**config.mk**
```make
export PLATFORM = sky130hd
export DESIGN_NAME = chip_idle_ctrl
export DESIGN_NICKNAME = d
export VERILOG_FILES = /design/src/rtl/chip_idle_ctrl.sv
export SDC_FILE = /design/constraint.sdc
export NUM_CORES = 1
export LEC_CHECK = 0
export ABC_AREA = 1
export BUFFER_PORTS_ARGS = -buffer_cell sky130_fd_sc_hd__buf_2
export CAP_MARGIN = 20
export CELL_PAD_IN_SITES_DETAIL_PLACEMENT = 1
export CELL_PAD_IN_SITES_GLOBAL_PLACEMENT = 2
export CORE_MARGIN = 2
export CORE_UTILIZATION = 18
export CTS_BUF_LIST = sky130_fd_sc_hd__clkbuf_8
export CTS_CLUSTER_SIZE = 20
export DETAILED_ROUTE_END_ITERATION = 10
export PLACE_DENSITY_LB_ADDON = 0.1
export SETUP_SLACK_MARGIN = 0.05
export SLEW_MARGIN = 20
export SYNTH_ARGS = -nofsm -noshare
export SYNTH_HDL_FRONTEND = slang
export SYNTH_SLANG_ARGS = --single-unit
```
**constraint.sdc**
```tcl
create_clock -name clk -period 1.3 [get_ports clk]
set_input_delay 0.13 -clock clk [delete_from_list [all_inputs] [get_ports clk]]
set_output_delay 0.13 -clock clk [all_outputs]
set_load 0.03 [all_outputs]
```
**src/rtl/chip_idle_ctrl.sv**
```systemverilog
module chip_idle_ctrl #(
  parameter int N_IRQ = 4
) (
  input  logic             clk,
  input  logic             rst_n,
  input  logic             host_idle_rdy,
  input  logic             dsp_idle_rdy,
  input  logic             dsp_clk_en,
  input  logic             tc_idle_rdy,
  input  logic             pll_idle_rdy,
  input  logic             host_wfi,
  input  logic             cfg_wake_direct,
  input  logic             cfg_deep,
  input  logic [N_IRQ-1:0] irq,
  input  logic [N_IRQ-1:0] irq_mask,
  input  logic             dma_req,
  input  logic             ic_en,
  output logic             clk_off_req,
  input  logic             clk_off_ack,
  input  logic             clk_stable,
  input  logic             sr_set,
  input  logic             sr_clr,
  output logic             sr_en,
  input  logic [2:0]       wake_src_clr,
  output logic [2:0]       wake_src,
  output logic [2:0]       state_o,
  output logic [4:0]       ck_en
);

  localparam logic [2:0] S_RUN   = 3'd0;
  localparam logic [2:0] S_WAIT  = 3'd1;
  localparam logic [2:0] S_IDLE  = 3'd2;
  localparam logic [2:0] S_DSREQ = 3'd3;
  localparam logic [2:0] S_DEEP  = 3'd4;
  localparam logic [2:0] S_WAKE  = 3'd5;

  localparam logic [4:0] EN_ALL   = 5'b11111;
  localparam logic [4:0] EN_TIMER = 5'b10000;

  logic [2:0] st_q, st_d;
  logic [2:0] cause;
  logic       wake, all_idle, exiting;

  assign cause    = {ic_en, dma_req, |(irq & ~irq_mask)};
  assign wake     = |cause;
  assign all_idle = host_idle_rdy & (dsp_idle_rdy | ~dsp_clk_en) & tc_idle_rdy & pll_idle_rdy;
  assign exiting  = (st_q == S_IDLE || st_q == S_DEEP) && (st_d != st_q);
  assign state_o  = st_q;

  function automatic logic [4:0] enables(input logic [2:0] s);
    case (s)
      S_RUN, S_WAIT: enables = EN_ALL;
      S_IDLE:        enables = EN_TIMER;
      default:       enables = '0;
    endcase
  endfunction

  always_comb begin
    st_d = st_q;
    case (st_q)
      S_RUN:   if (host_wfi && !wake) st_d = S_WAIT;
      S_WAIT:  if (wake || !host_wfi) st_d = S_RUN;
               else if (all_idle)     st_d = cfg_deep ? S_DSREQ : S_IDLE;
      S_IDLE:  if (wake) st_d = cfg_wake_direct ? S_RUN : S_WAKE;
      S_DSREQ: if (clk_off_ack) st_d = S_DEEP;
      S_DEEP:  if (wake) st_d = S_WAKE;
      S_WAKE:  if (clk_stable) st_d = S_RUN;
      default: st_d = S_RUN;
    endcase
  end

  always_ff @(posedge clk) begin
    if (!rst_n) begin
      st_q        <= S_RUN;
      ck_en       <= EN_ALL;
      clk_off_req <= 1'b0;
      sr_en       <= 1'b0;
      wake_src    <= '0;
    end else begin
      st_q        <= st_d;
      ck_en       <= enables(st_d);
      clk_off_req <= (st_d == S_DSREQ) || (st_d == S_DEEP);
      if (exiting)     sr_en <= 1'b0;
      else if (sr_clr) sr_en <= 1'b0;
      else if (sr_set) sr_en <= 1'b1;
      wake_src    <= (wake_src & ~wake_src_clr) | (exiting ? cause : 3'b000);
    end
  end

  assert_idle_needs_domains_R2: assert property (@(posedge clk) disable iff (!rst_n)
    (st_q == S_IDLE && $past(st_q) == S_WAIT) |-> $past(all_idle && host_wfi));

  assert_clocks_move_with_state_R4: assert property (@(posedge clk) disable iff (!rst_n)
    !$stable(ck_en) |-> (st_q != $past(st_q)));

  assert_req_held_until_ack_R5: assert property (@(posedge clk) disable iff (!rst_n)
    (clk_off_req && !clk_off_ack && st_q == S_DSREQ) |=> clk_off_req);

  assert_masked_irq_no_wake_R6: assert property (@(posedge clk) disable iff (!rst_n)
    (st_q == S_IDLE && !dma_req && !ic_en && ((irq & ~irq_mask) == '0)) |=> st_q == S_IDLE);

  assert_wake_waits_stable_R8: assert property (@(posedge clk) disable iff (!rst_n)
    (st_q == S_WAKE && !clk_stable) |=> (ck_en == '0 && !clk_off_req));

  assert_sr_cleared_on_exit_R9: assert property (@(posedge clk) disable iff (!rst_n)
    (($past(st_q) == S_IDLE || $past(st_q) == S_DEEP) && st_q != $past(st_q)) |-> !sr_en);

endmodule

```
Word level (Yosys, flattened, before mapping)
Cells that the tools add are included.
{ "op_classes": {"n_eq_ne": 10, "n_bitwise": 11, "n_reduce_logical": 13, "mux": 12} }
{ "op_table": {"columns": ["cell", "count"], "rows": [
  ["3-bit 2-to-1 mux", 9],
  ["3-bit case mux with 6 select lines", 1],
  ["3-bit by 2-bit == test with 1-bit output, second input constant", 4],
  ["5-bit case mux with 2 select lines", 1],
  ["3-bit == test, second input constant", 3],
  ["3-bit by 1-bit == test with 1-bit output, second input constant", 2],
  ["3-bit logical NOT", 2],
  ["6-bit OR reduction", 1],
  ["4-bit bitwise AND", 1],
  ["4-bit inverter", 1],
  ["4-bit OR reduction", 1],
  ["1-bit bitwise AND", 3],
  ["3-bit bitwise AND", 1],
  ["1-bit logical OR", 3],
  ["3-bit inequality test", 1],
  ["3-bit inverter", 1],
  ["3-bit bitwise OR", 1],
  ["3-bit OR reduction", 1],
  ["1-bit logical AND", 2],
  ["1-bit logical NOT", 2],
  ["1-bit inverter", 2],
  ["2-bit OR reduction", 1],
  ["1-bit 2-to-1 mux", 1],
  ["1-bit bitwise OR", 1]
]} }
{ "word_totals": {"reg_bits": 13, "word_cells": 51, "in_bits": 27, "out_inout_bits": 13} }

Longest topological paths before layout
{ "logic_depth": {"word_depth": 12, "ltp_mapped": 11, "depth_no_buf": 11} }

Worst setup path after synthesis
No wires, ideal clock.
{ "synth_path": {"path_type": "register -> register", "from": "reg st_q[0] (netlist: state_o[0])", "to": "reg wake_src[1]", "setup_time_ns": 0.120, "arrival_time_ns": 1.385, "slack_ns": -0.204, "synth_period_minus_slack_ns": 1.504, "path_stages_with_launch": 12, "path_buffers": 0, "required_ns": 1.180, "path_cell_list": "dfxtp_1 -> inv_2 -> nor2_2 -> nand3_1 -> nand2_1 -> inv_1 -> nand2_2 -> nand3_2 -> nand2_1 -> nand3_2 -> nand3_1 -> a21oi_1"} }
{ "synth_via": {"elab_chain_len": 7, "word_cells_on_any_way": 19, "classes_between": "eq/ne (6); mux (9); bitwise (1); reduce/logical (3)"} }
{ "synth_lines": {"columns": ["element", "line", "rtl"], "rows": [
  ["from (decl)", "40", "logic [2:0] st_q, st_d;"],
  ["from (signal assigned)", "80", "st_q <= st_d;"],
  ["3-bit 2-to-1 mux", "63", "else if (all_idle) st_d = cfg_deep ? S_DSREQ : S_IDLE;"],
  ["3-bit 2-to-1 mux", "62", "S_WAIT: if (wake || !host_wfi) st_d = S_RUN;"],
  ["3-bit case mux with 6 select lines", "60", "case (st_q)"],
  ["3-bit inequality test", "47", "assign exiting = (st_q == S_IDLE || st_q == S_DEEP) && (st_d != st_q);"],
  ["1-bit logical AND *", "47", null],
  ["3-bit 2-to-1 mux *", "86", "wake_src <= (wake_src & ~wake_src_clr) | (exiting ? cause : 3'b000);"],
  ["3-bit bitwise OR *", "86", null],
  ["to (signal assigned)", "86", null],
  ["to (decl)", "25", "output logic [2:0] wake_src,"]
]} }
Mark *: on every way between the ends. The rest lies on a longest branch, timed or not.
A chain may end at the register's enable or synchronous reset.

Worst setup path after layout
{ "layout_path": {"from": "reg st_q[0] (netlist: state_o[0])", "to": "reg wake_src[0]"} }
Same word-level chain as after synthesis.

==> flow_metrics.tcl <==
set metrics [dict create \
    status "finished with violations" \
    violations "negative setup slack" \
    post-route-worst-setup-slack_ns -0.0466 \
    num_antenna_cells 0 \
    placed_area_um2 911 \
    power_frac_comb_pct 12.9 \
    drive_gt1_share_pct 51.0 \
    nNetsFinal 173 \
    final_util_pct 30.3 \
    clk_latency_ns 0.23 \
    dp_hpwl_mm 1.58 \
    stdcell_area_um2 1010 \
    rows 21 \
    io_buffers 39 \
    grt_max_degree 8 \
    place_inst 187 \
    period_share_pct 104 \
    critPathKind "register to register" \
    postCtsHoldBufs 0 \
    holdPathEnd "state_o[0]" \
    r2r-start "state_o[0]" \
    p_switching_uw 172 \
    grt.overflow.total 0 \
    antenna_left 0 \
    cts-root-buf "clkbuf_8" \
    die_w_um 63.1 \
    die_area_um2 3990 \
    gp_congestion 0.773 \
    irDropWorstVdd_v 0.000314 \
    yosys_warnings 0 \
    p_seq_share_pct 41.9 \
    sw_frac_of_total_pct 23.6 \
    routed_wl_mm 1.78 \
    post-route-min-period_ns 1.35 \
    antenna_found_initial 0 \
    layout_commonest_cell "buf_2" \
    crit_arrival_ns 1.46 \
    rsz0062_at_grt "yes" \
    maxSlewViolCount 0 \
    final_cell_mix "buf_2, inv_1, nand2_1" \
    clock_sinks 10 \
    required_ns 1.42 \
    synthToLayoutAreaGrowth_pct 60.8 \
    nFillCells 459 \
    syn-num-nets 127 \
    htree_levels 1 \
    start_kind "register" \
    seqCellArea_um2 211 \
    r2r-end "wake_src[0]" \
    hold_depth 3 \
    final_cells 191 \
    grt_pass1_vias 816 \
    hold_path.class "input port to register" \
    wire_per_inst_um 9.33 \
    fmax_mhz 743 \
    internal-power_uw 557 \
    clock_skew_ns 0.000453 \
    cts_setup_buffers 0 \
    worst_pin_slew_ns 0.254 \
    synth_cell_type_count 20 \
    ff2ff_setup_slack_ns -0.05 \
    avgSynthCellArea_um2 6.29 \
    slew_headroom_pct 82.9 \
    drc 0 \
    finalSetupViolCount 4 \
    hold_viol_final 0 \
    drtPass1Iterations 4 \
    cts_buffers 3 \
    endpoint_kind "register" \
    dieHeight_um 63.1 \
    worst-path-max-fanout 7 \
    io_pins 40 \
    multiInputGateArea_um2 378 \
    drt_iter0_markers 13 \
    path_clk_slew_ns 0.05 \
    coreArea_um2 3340 \
    setup-tns-final_ns -0.106 \
    worstRegToRegCells 11 \
    start_util_pct 18.9 \
    vias 756 \
    maxCapViolCount 0 \
    cts_tree "built" \
    pwr-share-clk_pct 45.2 \
    grt_usage_pct 9.93 \
    synthesis.area_um2 629 \
    synth_seq_cells 10 \
    max-clock-path-buffers 2 \
    fin_total_pwr_uw 729 \
    power_density_nw_per_um2 721 \
    min_from "rst_n" \
    syn-instance-count 100 \
    seq_area_frac_synth_pct 31.8 \
    grt_pass1_wl_mm 3.24 \
    avgViaCountPerCell 3.96 \
    p_leak_nw 0.533 \
]
## timing repair
item	4_1_cts	5_1_grt
gates resized for setup	6	10
setup endpoints to repair	7	8
pin swaps	1	1
## power by group through the flow
| stage | Combinational [mW] | Clock [mW] | Sequential, mW |
|---|---|---|---|
| 6_report | 0.0938 | 0.330 | 0.306 |
| 5_1_grt | 0.109 | 0.365 | 0.305 |
| 4_1_cts | 0.0947 | 0.346 | 0.305 |
| 3_5_place_dp | 0.0931 | 0 | 0.311 |
| 3_3_place_gp | 0.0917 | 0 | 0.311 |
| 2_1_floorplan | 0.0352 | 0 | 0.315 |
## worst max path at each step
| stage | from | slack, ns | end | depth (start not counted) |
|---|---|---|---|---|
| after global routing | state_o[1] | -0.18 | wake_src[1] | 10 |
| after CTS | state_o[0] | -0.07 | wake_src[2] | 9 |
| after floorplan | state_o[1] | 0.04 | wake_src[0] | 10 |
| after global placement | ic_en | -0.13 | clk_off_req | 9 |
| final | state_o[0] | -0.05 | wake_src[0] | 11 |
| after detailed placement | ic_en | -0.14 | clk_off_req | 9 |
## flip-flops by register name, summed over array words and instances, names as in the netlist
name         cells
sr_en            1
state_o          3
ck_en            2
wake_src         3
clk_off_req      1
## metal layers
layer / wire (um) / vias up / GRT usage, %
met5: 0 / - / 0
li1: - / 399 / -
met2: 849 / 26 / 17.7
met1: 788 / 331 / 11.1
met4: 0 / 0 / 2.50
met3: 143 / 0 / 3.75
## synthesized netlist by cell type (all sizes together)
cell	count	area, um^2
a21oi	5	25.0
a31oi	1	6.26
buf	3	22.5
dfxtp	10	200
inv	22	82.6
nand2	22	87.6
nand3	12	70.1
nand4	1	6.26
nor2	15	58.8
nor3	4	35.0
nor4	1	6.26
o211a	1	10.0
o21a	1	7.51
o21ai	1	5.00
or2	1	6.26
## stage by stage
| stage | setup slack (ns) | hold slack (ns) |
|---|---|---|
| after detailed placement | -0.143 | 0.376 |
| after global placement | -0.132 | 0.381 |
| after global routing | -0.183 | 0.161 |
| final | -0.0466 | 0.133 |
| after CTS | -0.0693 | 0.129 |
| after floorplan | 0.0389 | 0.245 |
## final cells by class
| type | instances | area share [%] |
|---|---|---|
| clock buffer | 3 | 4.08 |
| clock inverter | 1 | 0.371 |
| inverter | 22 | 8.65 |
| multi-input combinational | 65 | 37.3 |
| sequential | 10 | 20.9 |
| tap | 46 | 5.69 |
| timing repair buffer | 44 | 23.0 |
## cell families after synthesis
family | after synthesis | synth area share, %
simple gates | 56 | 42.9
flops | 10 | 31.8
buf+inv | 25 | 16.7
compound gates | 9 | 8.55
## worst max-delay path, stage by stage, from the launching register on
cell and delay [ns]:
dfxtp_4 0.42, inv_4 0.04, nor2_2 0.06, nand3_1 0.07
nand2_1 0.06, inv_1 0.04, nand2_2 0.08, nand3_2 0.09
nand2_2 0.07, nand3_2 0.11, nand3_1 0.10, a21oi_1 0.06
Note: power is estimated with default switching activity, not from simulation.
